$ cat config.mk
export PLATFORM = sky130hd
export DESIGN_NAME = backoff_seq
export DESIGN_NICKNAME = d
export VERILOG_FILES = /design/src/rtl/backoff_pkg.sv /design/src/rtl/backoff_mult.sv /design/src/rtl/backoff_stall.sv /design/src/rtl/backoff_seq.sv
export SDC_FILE = /design/constraint.sdc
export NUM_CORES = 1
export LEC_CHECK = 0
export CORE_MARGIN = 2
export CORE_UTILIZATION = 45
export CTS_CLUSTER_SIZE = 12
export DETAILED_ROUTE_END_ITERATION = 16
export PLACE_DENSITY_LB_ADDON = 0.1
export SETUP_SLACK_MARGIN = 0.3
export SYNTH_ARGS = -nofsm -noshare
export SYNTH_HDL_FRONTEND = slang
export SYNTH_HIERARCHICAL = 1
export SYNTH_SLANG_ARGS = --single-unit
$ cat constraint.sdc
create_clock -name clk_i -period 3.7 [get_ports clk_i]
set_input_delay 0.37 -clock clk_i [delete_from_list [all_inputs] [get_ports clk_i]]
set_output_delay 0.37 -clock clk_i [all_outputs]
set_load 0.1 [all_outputs]
$ cat src/rtl/backoff_pkg.sv
package backoff_pkg;
  typedef enum logic [1:0] {
    ST_IDLE,
    ST_ATTEMPT,
    ST_PAUSE,
    ST_RETRY
  } bo_state_e;
endpackage

$ cat src/rtl/backoff_mult.sv
module backoff_mult #(
  parameter int MULT_W = 14,
  parameter int LIMIT  = 4096
) (
  input  logic              clk_i,
  input  logic              rst_ni,
  input  logic              init_i,
  input  logic              step_i,
  output logic [MULT_W-1:0] mult_o
);
  localparam logic [MULT_W-1:0] LIM = MULT_W'(LIMIT);

  logic [MULT_W-1:0] mult_q;

  // Cap test happens before doubling: value settles one step above LIMIT
  always_ff @(posedge clk_i or negedge rst_ni) begin
    if (!rst_ni)                       mult_q <= MULT_W'(1);
    else if (init_i)                   mult_q <= MULT_W'(1);
    else if (step_i && !(mult_q > LIM)) mult_q <= mult_q << 1;
  end

  assign mult_o = mult_q;
endmodule

$ cat src/rtl/backoff_stall.sv
module backoff_stall #(
  parameter int CNT_W = 21
) (
  input  logic             clk_i,
  input  logic             rst_ni,
  input  logic             load_i,
  input  logic [CNT_W-1:0] amount_i,
  input  logic             legacy_i,
  input  logic             run_i,
  output logic [CNT_W-1:0] amount_o,
  output logic             legacy_o,
  output logic             expired_o
);
  logic [CNT_W-1:0] amt_q, cnt_q;
  logic             leg_q;

  always_ff @(posedge clk_i or negedge rst_ni) begin
    if (!rst_ni) begin
      amt_q <= '0;
      cnt_q <= '0;
      leg_q <= 1'b0;
    end else if (load_i) begin
      amt_q <= amount_i;
      cnt_q <= amount_i - CNT_W'(1);
      leg_q <= legacy_i;
    end else if (run_i && leg_q && cnt_q != '0) begin
      cnt_q <= cnt_q - CNT_W'(1);
    end
  end

  assign amount_o  = amt_q;
  assign legacy_o  = leg_q;
  assign expired_o = leg_q && (cnt_q == '0);
endmodule

$ cat src/rtl/backoff_seq.sv
module backoff_seq #(
  parameter int MULT_W     = 14,
  parameter int LIMIT      = 4096,
  parameter int UNIT_SHIFT = 7,
  localparam int CNT_W     = MULT_W + UNIT_SHIFT
) (
  input  logic             clk_i,
  input  logic             rst_ni,
  input  logic             start_i,
  input  logic             fail_i,
  input  logic             success_i,
  input  logic             pause_done_i,
  input  logic             legacy_i,
  output logic             pause_req_o,
  output logic [CNT_W-1:0] pause_cycles_o,
  output logic             retry_go_o
);
  import backoff_pkg::*;

  bo_state_e         st_q, st_d;
  logic [MULT_W-1:0] mult_q;
  logic              take_fail, init_mult;
  logic [CNT_W-1:0]  amount, amt_q;
  logic              leg_q, expired;

  assign take_fail = (st_q == ST_ATTEMPT) && fail_i && !success_i;
  assign init_mult = ((st_q == ST_IDLE) && start_i) ||
                     ((st_q == ST_ATTEMPT) && success_i);
  assign amount    = CNT_W'(mult_q) << UNIT_SHIFT;

  backoff_mult #(.MULT_W(MULT_W), .LIMIT(LIMIT)) u_mult (
    .clk_i  (clk_i),
    .rst_ni (rst_ni),
    .init_i (init_mult),
    .step_i (take_fail),
    .mult_o (mult_q)
  );

  backoff_stall #(.CNT_W(CNT_W)) u_stall (
    .clk_i     (clk_i),
    .rst_ni    (rst_ni),
    .load_i    (take_fail),
    .amount_i  (amount),
    .legacy_i  (legacy_i),
    .run_i     (st_q == ST_PAUSE),
    .amount_o  (amt_q),
    .legacy_o  (leg_q),
    .expired_o (expired)
  );

  always_comb begin
    st_d = st_q;
    unique case (st_q)
      ST_IDLE:    if (start_i) st_d = ST_ATTEMPT;
      ST_ATTEMPT: begin
        if (success_i)   st_d = ST_IDLE;
        else if (fail_i) st_d = ST_PAUSE;
      end
      ST_PAUSE:   if (leg_q ? expired : pause_done_i) st_d = ST_RETRY;
      ST_RETRY:   st_d = ST_ATTEMPT;
      default:    st_d = ST_IDLE;
    endcase
  end

  always_ff @(posedge clk_i or negedge rst_ni) begin
    if (!rst_ni) st_q <= ST_IDLE;
    else         st_q <= st_d;
  end

  assign pause_req_o    = (st_q == ST_PAUSE) && !leg_q;
  assign pause_cycles_o = amt_q;
  assign retry_go_o     = (st_q == ST_RETRY);
endmodule

# == Word level (Yosys, flattened, before mapping) ==
# Index checks and enable logic that the tools add are counted.
# word_totals
inputBits,7
ff_bits,52
# classes
eq_ne,6
muxes,10
n_addsub,2
order_cmp,1
reduce_logical,19
# op_table
cell,count
2-to-1 mux 21 bit,2
subtractor 21 x 1 -> 21 bit (second input constant),2
2-to-1 mux 14 bit,2
logical NOT 21 bit,1
nonzero test 21 bit,1
> comparator 14 x 13 -> 1 bit (second input constant),1
logical AND 1 bit,9
2-to-1 mux 2 bit,4
one-hot mux 2 bit (4 select lines),1
equality test 2 bit (second input constant),2
!= test 2 bit (second input constant),2
nonzero test 2 bit,2
logical NOT 1 bit,3
!= test 3 bit (second input constant),1
AND reduction 3 bit,1
equality test 2 x 1 -> 1 bit (second input constant),1
logical NOT 2 bit,1
logical OR 1 bit,1
2-to-1 mux 1 bit,1

# == Longest topological paths before layout ==
# logic_depth
ltp_word,6
mapped_depth,15
depth_no_buf,10

# == Hierarchy ==
# Netlist, hierarchy kept.
# by_module_without_submodules
mod,seq_area_each_um2,area_each_um2,cells_per_inst,instances
backoff_stall,1076.0,2620.0,255,1
backoff_mult,351.6,614.3,52,1
backoff_seq,50.0,230.2,22,1

# == Worst setup path before layout ==
# No wires, ideal clock.
# synth_path
path_type,register to register
start,register st_q[1]
end,register u_stall.cnt_q[20]
n_path_buf,5
path_slack_ns,-0.186
path_stages_with_launch,16
required_ns,3.574
arrival_ns,3.760
path_cell_list,dfrtp_1 -> inv_1 -> ha_1 -> and3b_1 -> buf_2 -> buf_2 -> clkbuf_1 -> clkbuf_1 -> buf_2 -> mux2i_1 -> ha_1 -> o21ai_2 -> nor3_4 -> nand3_1 -> mux2_2 -> a221o_1
# synth_between
elab_chain_len,4
elab_cells_between_ends,8
classes_between,eq/ne (2); mux (1); reduce/logical (5)
# synth_lines
element,line_no,source
start: declaration,backoff_seq.sv:20,"bo_state_e st_q, st_d;"
start signal: assignment,backoff_seq.sv:67,else st_q <= st_d;
equality test 2 x 1 -> 1 bit *,backoff_seq.sv:26,assign take_fail = (st_q == ST_ATTEMPT) && fail_i && !success_i;
logical AND 1 bit * (2 in series),backoff_seq.sv:26,
net take_fail,backoff_seq.sv:22,"logic take_fail, init_mult;"
2-to-1 mux 21 bit / nonzero test 2 bit (equally long branches),n/a,
end signal: assignment,backoff_stall.sv:24,cnt_q <= amount_i - CNT_W'(1);
end signal: assignment,backoff_stall.sv:27,cnt_q <= cnt_q - CNT_W'(1);
end: declaration,backoff_stall.sv:14,"logic [CNT_W-1:0] amt_q, cnt_q;"
# Mark *: on every way through the listed nets, which the timed path passes. The rest lies on a longest branch.
# A chain may end at the register's enable or synchronous reset.

# == Worst setup path after layout ==
# layout_path
start,register st_q[1]
end,register u_stall.cnt_q[14]
# Same word-level chain as after synthesis.

==> metrics <==
Clk pwr share=0.192; GRT Residual Overflow=0; initial antenna violation count=0; fin util=0.561; hold_buf cts=0; Highest Clock Rate=approximately 320 MHz; share of the synthesized area in the top cell type=0.419; antenna-violating nets left=0; post-synthesis simple-gate area fraction=0.180; io pins=30; Static Leak=approximately 0.0017 uW; post-synthesis cell area=3460 um^2; CP startpoint kind=flop; Initial Util=0.470; filler instances=~670; pwr dens=between 600 and 700 nW/um^2; first-pass GRT wire length=between 10000 and 15000 um; Setup Skew=about 0.0063 ns; Post-Layout Cell Count=around 500; most common cell after layout, fill and taps aside=dfrtp_1; P_int=1490 uW; hold slack=0.177 ns; CP arrival=~3.3 ns; CTS tree=done; Tightest Pin Transition=0.979 ns; wire length per cell=15.1 um; RePlAce Congestion=0.778; maxcap violations=0; Mapped Cells=329; worst-skew pair later-pin latency=0.33 ns; HPWL after detailed placement=5110 um; Post-Place Setup Slack=~0.31 ns; RSZ-0062 raised after global routing=false; ys flop type=dfrtp_1; core area=7370 um^2; Row Count=31; maximum VDD drop=approximately 630 uV; Max Transition Viols Final=0; Synth Area in XOR/XNOR=0.0480; CTS buffer count=9; CP required=a little under 4 ns; largest family of logic cells by synthesized area=simple AND/OR/NAND/NOR gates; Final Cycle Share=0.841; Die H=91.7 um; I/O Buffers=29; Yosys warning count=6; fin worst setup slack=0.589 ns; Clock Sinks=slightly below 60; DRC=0; die width=just over 90 um; multiplexer share of the synthesized area=0.144; clk buf depth=2; switch share=0.463; #FFs+latches synth=between 50 and 60; post-placement cell count=about 480; proportion of layout cells with a drive suffix above 1=0.168; Area Growth Syn to Fin=19.3%; Synth Area in Compound Gates=0.140; synth top area cells=dfrtp_1 (42%), mux2_2 (7.8%), mux2i_1 (6.6%); CP Max Fanout=25; H-tree Lvls=3; number of synthesized flops with an enable pin=0; Nets=402; P_sw=between 1000 and 1500 uW; endpoints failing hold=0; sequential fraction of the synthesis area=0.427; critical path class=flop to flop; die area=8420 um^2; clk slew on worst S/H paths=about 0.07 ns; DR iter-0 viols=approximately 160; Routed WL=7420 um; Comb pwr share=0.477; Post-synth ARST share=1.00; TritonRoute pass-1 iters=4; cell taking the most area after synthesis=dfrtp_1; vias=2593; Setup-failing EPs final=0; share of total power in sequential cells=0.331; total track usage=0.190; number of global-route vias before repair=~2500; Avg Cell Area, Syn=10.5 um^2; Via density=about 5.3; status=finished, final reports clean; clock period minus worst slack=between 3 and 4 ns; type of the tightest min-delay check=input pin to async pin; Clock Tree Root=clkbuf_8; pin count of the biggest net entering global routing=40; Synth Area in Adders=0.0253; post-route setup TNS=0 ns; Slew headroom=0.345; antenna cells=0; Yosys cell types=59; CP endpoint kind=flop; setup bufs post-CTS=0; commonest non-fill, non-tap cells in the layout=dfrtp_1 (58), nor2_1 (35), conb_1 (29), clkdlybuf4s50_1 (28), mux2_2 (24)
==> critical path, stage by stage, from the launching register on <==
cell,delay [ns]
dfrtp_1,0.42
inv_1,0.13
ha_1,0.18
and3b_4,0.43
nor4b_1,0.39
o21ai_1,0.33
nor4_4,0.52
nand2_1,0.13
xnor2_1,0.15
a221o_1,0.30
==> stage by stage <==
stage	total power, uW	area [um^2]
2_1_floorplan	1970	3590
3_3_place_gp	2230	3950
3_5_place_dp	2260	3950
4_1_cts	2800	4130
5_1_grt	2940	4130
6_report	2780	4130
==> cell families after synthesis <==
logic type,count (synthesis)
AO/OA/AOI/OAI,67
XOR/XNOR,19
adder cells (fa/ha/maj),7
buffers and inverters,25
flip-flops,59
multiplexers,47
other,1
AND/OR/NAND/NOR,104
==> worst paths after layout <==
kind	startpoint	end	slack (ns)	cells after the start
worst max register to register	st_q[1]	u_stall/cnt_q[14]	0.59	9
worst max-delay path	st_q[1]	u_stall/cnt_q[14]	0.59	9
max in group asynchronous	rst_ni	u_mult/mult_o[0]	2.64	2
worst min register to register	u_stall/amount_o[1]	u_stall/amount_o[1]	0.51	1
worst min-delay path	rst_ni	u_stall/cnt_q[3]	0.18	1
min in group clk_i	u_stall/amount_o[1]	u_stall/amount_o[1]	0.51	1
==> synth_stat cells (all sizes together), types with 2 or more instances <==
master	count
a21oi	8
a221o	3
a22oi	9
a311oi	2
a31oi	3
and3	2
and4	2
buf	11
clkbuf	5
dfrtp	58
ha	7
inv	9
mux2	24
mux2i	23
nand2	15
nand3	6
nor2	35
nor2b	4
nor3	11
nor3b	5
nor4	11
nor4b	2
o21ai	25
o31ai	2
or3	2
or4	4
xnor2	6
xor2	13
==> registers in the layout, indices dropped and copies added (netlist names) <==
register,cells
u_stall/amount_o,21
u_mult/mult_o,14
u_stall/legacy_o,1
u_stall/cnt_q,21
st_q,2
==> area by class of cell <==
type                    count  area (um^2)  share of cell area
flip-flops and latches     59         1480               0.358
well taps                  99          124              0.0300
multi-input cells         273         1980               0.479
clock inverters             4         26.3             0.00636
clock buffers              11          151              0.0366
inverters                   9         33.8             0.00817
repair buffers             36          342              0.0827
==> timing repair <==
action                     in CTS  in global routing
setup endpoints to repair       0                  1
gates resized for setup         0                  1
hold endpoints to repair        0                  0
==> power groups by stage <==
stage	clock (uW)	combinational, uW	sequential, uW
6_report	534	1330	921
3_3_place_gp	0	1300	928
2_1_floorplan	0	710	1260
3_5_place_dp	0	1320	933
4_1_cts	546	1330	923
5_1_grt	571	1430	946
==> per-layer routing <==
metal  track usage  part of all wire
met1         0.272              0.49
met2         0.286              0.45
met3        0.0444             0.038
met4        0.0622             0.016
met5             0                 0
Note: power is estimated with default switching activity, not from simulation.
